<file path="src/rtl/ver_nmi_pkg.sv">
package ver_nmi_pkg;

    typedef enum logic [1:0] {
        TRIG_LOW  = 2'b00,
        TRIG_FALL = 2'b01,
        TRIG_HIGH = 2'b10,
        TRIG_RISE = 2'b11
    } trig_e;

    typedef struct packed {
        logic  unlock;
        trig_e trig;
    } cfg_t;

endpackage

</file>
<file path="src/rtl/vn_sync.sv">
module vn_sync #(
    parameter int   STAGES  = 2,
    parameter logic RST_VAL = 1'b1
) (
    input  logic clk,
    input  logic rst_n,
    input  logic din,
    output logic dout
);
    logic [STAGES-1:0] chain_d, chain_q;

    always_comb begin
        chain_d = chain_q;
        chain_d[0] = din;
        for (int i = 1; i < STAGES; i++) begin
            chain_d[i] = chain_q[i-1];
        end
    end

    always_ff @(posedge clk or negedge rst_n) begin
        if (!rst_n) chain_q <= {STAGES{RST_VAL}};
        else        chain_q <= chain_d;
    end

    assign dout = chain_q[STAGES-1];
endmodule

</file>
<file path="src/rtl/vn_nmi_det.sv">
module vn_nmi_det
    import ver_nmi_pkg::*;
#(
    parameter logic RST_VAL = 1'b1
) (
    input  logic  clk,
    input  logic  rst_n,
    input  logic  pin_s,
    input  trig_e trig,
    input  logic  ack,
    input  logic  trig_chg,
    output logic  pending_o,
    output logic  irq_o
);
    typedef struct packed {
        logic prev;
        logic pend;
    } det_t;

    det_t st_d, st_q;
    logic rise_ev, fall_ev, hit;

    always_comb begin
        rise_ev = pin_s & ~st_q.prev;
        fall_ev = ~pin_s & st_q.prev;
        hit     = ((trig == TRIG_RISE) & rise_ev) | ((trig == TRIG_FALL) & fall_ev);

        st_d      = st_q;
        st_d.prev = pin_s;
        if (trig_chg)  st_d.pend = 1'b0;
        else if (hit)  st_d.pend = 1'b1;
        else if (ack)  st_d.pend = 1'b0;

        unique case (trig)
            TRIG_LOW:  irq_o = ~pin_s;
            TRIG_HIGH: irq_o = pin_s;
            default:   irq_o = st_q.pend;
        endcase
    end

    always_ff @(posedge clk or negedge rst_n) begin
        if (!rst_n) st_q <= '{prev: RST_VAL, pend: 1'b0};
        else        st_q <= st_d;
    end

    assign pending_o = st_q.pend;

    // the selected edge raises the flag on the following clock
    a_r8_rise_sets: assert property (@(posedge clk) disable iff (!rst_n)
        (trig == TRIG_RISE && pin_s && !st_q.prev && !trig_chg) |=> st_q.pend);
    a_r8_fall_sets: assert property (@(posedge clk) disable iff (!rst_n)
        (trig == TRIG_FALL && !pin_s && st_q.prev && !trig_chg) |=> st_q.pend);
    // level modes never hold a pending event
    a_r7_level_no_pend: assert property (@(posedge clk) disable iff (!rst_n)
        (trig[0] == 1'b0) |-> !st_q.pend);
    // a new trigger code wipes the flag
    a_r10_chg_clears: assert property (@(posedge clk) disable iff (!rst_n)
        trig_chg |=> !st_q.pend);
    // acknowledge without a concurrent edge clears the flag
    a_r9_ack_clears: assert property (@(posedge clk) disable iff (!rst_n)
        (ack && pin_s == st_q.prev) |=> !st_q.pend);
endmodule

</file>
<file path="src/rtl/ver_nmi_ctl.sv">
module ver_nmi_ctl
    import ver_nmi_pkg::*;
#(
    parameter int          ADDR_W      = 8,
    parameter logic [7:0]  REVISION    = 8'h00,
    parameter logic [15:0] UNLOCK_KEY  = 16'h1651,
    parameter int          SYNC_STAGES = 2,
    parameter logic [ADDR_W-1:0] OFF_IDENT = ADDR_W'('h24),
    parameter logic [ADDR_W-1:0] OFF_TRIG  = ADDR_W'('h30),
    parameter logic [ADDR_W-1:0] OFF_STAT  = ADDR_W'('h34)
) (
    input  logic              pclk,
    input  logic              presetn,
    input  logic              psel,
    input  logic              penable,
    input  logic              pwrite,
    input  logic [ADDR_W-1:0] paddr,
    input  logic [31:0]       pwdata,
    output logic [31:0]       prdata,
    input  logic              boot_pin,
    input  logic              nmi_pin,
    output logic              irq_o
);
    localparam int UNLOCK_BIT = 15;
    localparam int STRAP_BIT  = 8;

    cfg_t cfg_d, cfg_q;
    logic boot_s, nmi_s, pending;
    logic wr_en, sel_ident, sel_trig, sel_stat;
    logic trig_chg, ack;

    vn_sync #(.STAGES(SYNC_STAGES), .RST_VAL(1'b1)) u_boot_sync (
        .clk(pclk), .rst_n(presetn), .din(boot_pin), .dout(boot_s));

    vn_sync #(.STAGES(SYNC_STAGES), .RST_VAL(1'b1)) u_nmi_sync (
        .clk(pclk), .rst_n(presetn), .din(nmi_pin), .dout(nmi_s));

    always_comb begin
        sel_ident = (paddr == OFF_IDENT);
        sel_trig  = (paddr == OFF_TRIG);
        sel_stat  = (paddr == OFF_STAT);
        wr_en     = psel & penable & pwrite;

        cfg_d    = cfg_q;
        trig_chg = 1'b0;
        ack      = wr_en & sel_stat & pwdata[0];
        if (wr_en && sel_ident) cfg_d.unlock = pwdata[UNLOCK_BIT];
        if (wr_en && sel_trig) begin
            cfg_d.trig = trig_e'(pwdata[1:0]);
            trig_chg   = (pwdata[1:0] != cfg_q.trig);
        end

        prdata = '0;
        if (psel) begin
            if (sel_ident) begin
                prdata[7:0]        = REVISION;
                prdata[STRAP_BIT]  = boot_s;
                prdata[UNLOCK_BIT] = cfg_q.unlock;
                prdata[31:16]      = cfg_q.unlock ? UNLOCK_KEY : 16'h0;
            end else if (sel_trig) begin
                prdata[1:0] = cfg_q.trig;
            end else if (sel_stat) begin
                prdata[0] = pending;
            end
        end
    end

    always_ff @(posedge pclk or negedge presetn) begin
        if (!presetn) cfg_q <= '{unlock: 1'b0, trig: TRIG_LOW};
        else          cfg_q <= cfg_d;
    end

    vn_nmi_det #(.RST_VAL(1'b1)) u_det (
        .clk(pclk), .rst_n(presetn), .pin_s(nmi_s), .trig(cfg_q.trig),
        .ack(ack), .trig_chg(trig_chg), .pending_o(pending), .irq_o(irq_o));

    // the unlock bit takes the written value
    a_r2_unlock_write: assert property (@(posedge pclk) disable iff (!presetn)
        (psel && penable && pwrite && paddr == OFF_IDENT) |=> cfg_q.unlock == $past(pwdata[UNLOCK_BIT]));
    // unmapped offsets return zero
    a_r11_unmapped_zero: assert property (@(posedge pclk) disable iff (!presetn)
        (psel && paddr != OFF_IDENT && paddr != OFF_TRIG && paddr != OFF_STAT) |-> prdata == 32'h0);
    // trigger code only moves on a write to its own offset
    a_r6_trig_hold: assert property (@(posedge pclk) disable iff (!presetn)
        !(psel && penable && pwrite && paddr == OFF_TRIG) |=> $stable(cfg_q.trig));
endmodule

</file>
<file path="config.mk">
export PLATFORM = sky130hd
export DESIGN_NAME = ver_nmi_ctl
export DESIGN_NICKNAME = d
export VERILOG_FILES = /design/src/rtl/ver_nmi_pkg.sv /design/src/rtl/vn_sync.sv /design/src/rtl/vn_nmi_det.sv /design/src/rtl/ver_nmi_ctl.sv
export SDC_FILE = /design/constraint.sdc
export NUM_CORES = 1
export LEC_CHECK = 0
export ABC_AREA = 1
export ABC_CLOCK_PERIOD_IN_PS = 1900
export BUFFER_PORTS_ARGS = -buffer_cell sky130_fd_sc_hd__buf_2
export CAP_MARGIN = 20
export CORE_ASPECT_RATIO = 0.8
export CORE_MARGIN = 2
export CORE_UTILIZATION = 36
export CTS_BUF_LIST = sky130_fd_sc_hd__clkbuf_16
export DETAILED_ROUTE_END_ITERATION = 8
export GPL_TIMING_DRIVEN = 0
export PLACE_DENSITY = 0.84
export SETUP_SLACK_MARGIN = 0.15
export SYNTH_ARGS = -nofsm -noshare
export SYNTH_HDL_FRONTEND = slang
export SYNTH_SLANG_ARGS = --single-unit
</file>
<file path="constraint.sdc">
create_clock -name pclk -period 1.9 [get_ports pclk]
set_clock_uncertainty 0.1 [all_clocks]
set_input_delay 0.095 -clock pclk [delete_from_list [all_inputs] [get_ports pclk]]
set_output_delay 0.095 -clock pclk [all_outputs]
set_load 0.02 [all_outputs]
</file>
==> impl_summary.log <==
INFO  metric status = complete, no violations
INFO  metric timing_hold_violations_final = 0
INFO  metric critical_path_class = reg -> out
INFO  metric fin_crit_sh = ~80%
INFO  metric critPathArrivalTime = 1.32 ns
INFO  metric final_net_count = 196
INFO  metric yosys.area.top_type = sky130_fd_sc_hd__buf_4
INFO  metric rsz_0062_raised_after_global_routing = false
INFO  metric synth_top_area_share = between 20% and 30%
INFO  metric drc_errors = 0
INFO  metric maxCapViolations = 0
INFO  metric synth.cell_area = roughly 730 um^2
INFO  metric portBuffers = 28
INFO  metric grt_use_met2 = roughly a quarter
INFO  metric io-pin-count = 80
INFO  metric slew_violations = 0
INFO  metric ctsResizeCount = 0
INFO  metric critPathMaxStageDelay = roughly 0.4 ns
INFO  metric post_layout_nonfiller_instances = approximately 170
INFO  metric sequential_fraction_of_the_synthesis_area = between 30% and 40%
INFO  metric grt.busiest_layer = met2
INFO  metric startpoint_of_the_lowest_slack_hold_path = pwdata[15]
INFO  metric drtPass1Iterations = 4
INFO  metric met1_usage = 12.34%
INFO  metric worst_hold_path_type = in -> reg
INFO  metric min_period = 1.511 ns
INFO  metric htree_levels = 1
INFO  metric crit_family = flip-flops
INFO  metric core = about 1900 um^2
INFO  metric path_max_fanout = 4
INFO  metric first_global_vias = around 570
INFO  metric first_pass_grt_wire_length = around 2.2 mm
INFO  metric antenna_found_initial = 0
INFO  metric first_iter_violations = 5
INFO  metric worst-endpoint-required = around 1.7 ns
INFO  metric grt.overflow.total = 0
INFO  metric route.final.wire_length = 1.391 mm
INFO  metric ant_nets = 0
INFO  metric ys_types = 22
INFO  metric initial_utilization = between 30% and 40%
INFO  metric timing.final.setup_violations = 0
INFO  metric critical_path.n_buffers_inverters = 2
INFO  metric regArea = approximately 230 um^2
INFO  metric area_growth = 49.74%
INFO  metric post_drt_via_cell_ratio = ~3.9
INFO  metric die_w = approximately 54 um
INFO  metric worst_skew_pair.late_latency = 0.23 ns
INFO  metric maxClockFrequency = 661.9 MHz
INFO  metric critical-path-slowest-cell = sky130_fd_sc_hd__dfrtp_1
INFO  metric clkSlewWorstSetupHoldPaths = roughly 0.040 ns
INFO  metric globalRouteTotalUtil = between 10% and 20%
INFO  metric die_height = approximately 44 um
INFO  metric total_area_of_multi_input_combinational_cells = between 300 and 400 um^2
INFO  metric cts_tree = yes
INFO  metric std_cell_rows = 14
INFO  metric power.leakage = approximately 0.00065 uW
INFO  metric dpl.cell_count = about 170
INFO  metric routabilityCongestion = approximately 0.83
INFO  metric crit_path_cell_trace = inv_1 -> or2_0 -> a22o_1 -> buf_2
INFO  metric detail_route.wl_per_cell = 8.087 um
INFO  metric final.hold.worst_slack = roughly 0.011 ns
INFO  metric clock-sinks = 9
INFO  metric clock_path_buffers = 2
INFO  metric worst_ir_drop_vdd = a little over 0.6 mV
INFO  metric gate_count_of_the_mapped_netlist = between 90 and 100
INFO  metric final_layout_size_suffix_gt1_share = about half
INFO  metric endpoint_kind = primary output
INFO  metric tritoncts.num_buffers = 3
INFO  metric largest_net_degree_at_the_start_of_global_routing = 10
INFO  metric layout_filler_cell_count = between 150 and 200
INFO  metric ys_seq_elements = 9
INFO  metric r2r-start = u_nmi_sync.chain_q[1]
INFO  metric power.density_cell_area = about 640 nW/um^2
INFO  metric crit_start = cfg_q[1]
INFO  metric synth.top_cells.by_area = sky130_fd_sc_hd__buf_4 29%, sky130_fd_sc_hd__dfstp_2 18%, sky130_fd_sc_hd__dfrtp_1 14%, sky130_fd_sc_hd__inv_1 5.7%, sky130_fd_sc_hd__nand2_1 4.6%
INFO  metric antenna_cells = 0
INFO  metric synth_area_per_cell = between 7 and 8 um^2
INFO  metric detailroute.via_count = 663
INFO  metric yosys_warnings = 0
INFO  metric fp.dieArea = around 2400 um^2
INFO  metric cts-root-buf = sky130_fd_sc_hd__clkbuf_16
INFO  metric setup_tns = 0 ns
INFO  metric crit_path_start_kind = register
INFO  metric grtUsageMet3 = approximately 5.1%
INFO  metric hpwl = 1.231 mm
[tightest hold or removal path: cells and delay by family]
family	cells	cell delay (ns)
buffers and inverters	2	0.14
AO/OA/AOI/OAI	1	0.06
[synthesized netlist by cell type]
| cell type | number |
|---|---|
| sky130_fd_sc_hd__a22o_1 | 1 |
| sky130_fd_sc_hd__dfstp_2 | 5 |
| sky130_fd_sc_hd__conb_1 | 1 |
| sky130_fd_sc_hd__xor2_1 | 2 |
| sky130_fd_sc_hd__nor2_1 | 6 |
| sky130_fd_sc_hd__inv_2 | 1 |
| sky130_fd_sc_hd__inv_1 | 11 |
| sky130_fd_sc_hd__nor2_4 | 1 |
| sky130_fd_sc_hd__a21oi_1 | 4 |
| sky130_fd_sc_hd__nand2_2 | 3 |
| sky130_fd_sc_hd__nor2_2 | 2 |
| sky130_fd_sc_hd__and2_4 | 1 |
| sky130_fd_sc_hd__nor3b_1 | 2 |
| sky130_fd_sc_hd__a21oi_2 | 1 |
| sky130_fd_sc_hd__or2_0 | 1 |
| sky130_fd_sc_hd__nor3_2 | 1 |
| sky130_fd_sc_hd__nand2_1 | 9 |
| sky130_fd_sc_hd__o21ai_1 | 2 |
| sky130_fd_sc_hd__buf_4 | 28 |
| sky130_fd_sc_hd__dfrtp_1 | 4 |
| sky130_fd_sc_hd__nand3_1 | 5 |
| sky130_fd_sc_hd__nand3_2 | 1 |
[timing repair]
item	4_1_cts	5_1_grt
setup endpoints to repair	0	0
hold buffers	3	0
buffers inserted	0	0
hold endpoints to repair	11	0
[where the power goes]
group	internal (uW)	total (uW)	switching (uW)
clock network	274	360	85.3
logic	57.5	132	74.1
registers	204	208	4.30
[per-stage QoR]
stage	total power [uW]	utilization, %	cell area (um^2)	setup WS, ns
6_report	699.6	57.74	1092	0.3892
4_1_cts	710.7	57.74	1092	0.3614
3_5_place_dp	335.6	51.98	983.4	0.3609
2_1_floorplan	307.2	-	813.3	0.5071
5_1_grt	738.0	57.74	1092	0.2234
3_3_place_gp	332.6	51.98	983.4	0.4348
[logic make-up (layout without fill, tap and decap cells)]
logic type,count (synthesis),after routing,synth area share [%]
flip-flops,9,9,31.73
other,1,22,0.5141
XOR/XNOR,2,2,2.402
AND/OR/NAND/NOR,32,32,23.84
AO/OA/AOI/OAI,8,8,6.519
buffers and inverters,40,75,34.99
[path summary, 6_finish.rpt]
| kind | cells after the start | endpoint | slack, ns |
|---|---|---|---|
| setup / recovery | 4 | irq_o | 0.39 |
| hold reg to reg | 0 | u_nmi_sync.chain_q[1] | 0.25 |
| setup reg to reg | 3 | u_det.pending_o | 0.76 |
| hold / removal | 3 | cfg_q[2] | 0.01 |
| min in group asynchronous | 2 | u_det.pending_o | 0.14 |
| max in group asynchronous | 2 | u_det.st_q[1] | 1.31 |
[layout by cell type, fill, tap and decap left out, drive strengths merged, types with 2 or more instances in the layout]
| master | netlist | final |
|---|---|---|
| nor2 | 9 | 9 |
| inv | 12 | 13 |
| buf | 28 | 56 |
| nand2 | 12 | 12 |
| dlygate4sd3 | 0 | 3 |
| clkbuf | 0 | 3 |
| o21ai | 2 | 2 |
| a21oi | 5 | 5 |
| dfstp | 5 | 5 |
| dfrtp | 4 | 4 |
| nand3 | 6 | 6 |
| xor2 | 2 | 2 |
| conb | 1 | 22 |
| nor3b | 2 | 2 |
[final cells by class]
class | count | share of cell area, %
multi-input cells | 64 | 29.90
clock buffers | 3 | 6.873
clock inverters | 1 | 0.3436
inverters | 12 | 4.124
repair buffers | 31 | 15.58
flip-flops and latches | 9 | 21.19
well taps | 24 | 2.749
plain buffers | 28 | 19.24
[registers in the layout, summed over array words and instances, names as in the netlist]
| name | count |
|---|---|
| u_det.pending_o | 1 |
| u_boot_sync.chain_q | 2 |
| u_nmi_sync.chain_q | 2 |
| u_det.st_q | 1 |
| cfg_q | 3 |
[per-layer routing]
layer	part of all wire, %	wire, um	up-vias
met1	36	494	283
met5	0	0	-
li1	-	-	345
met4	0	0	0
met2	52	725	35
met3	12	171	0
Power figures use the tool's default switching activity.
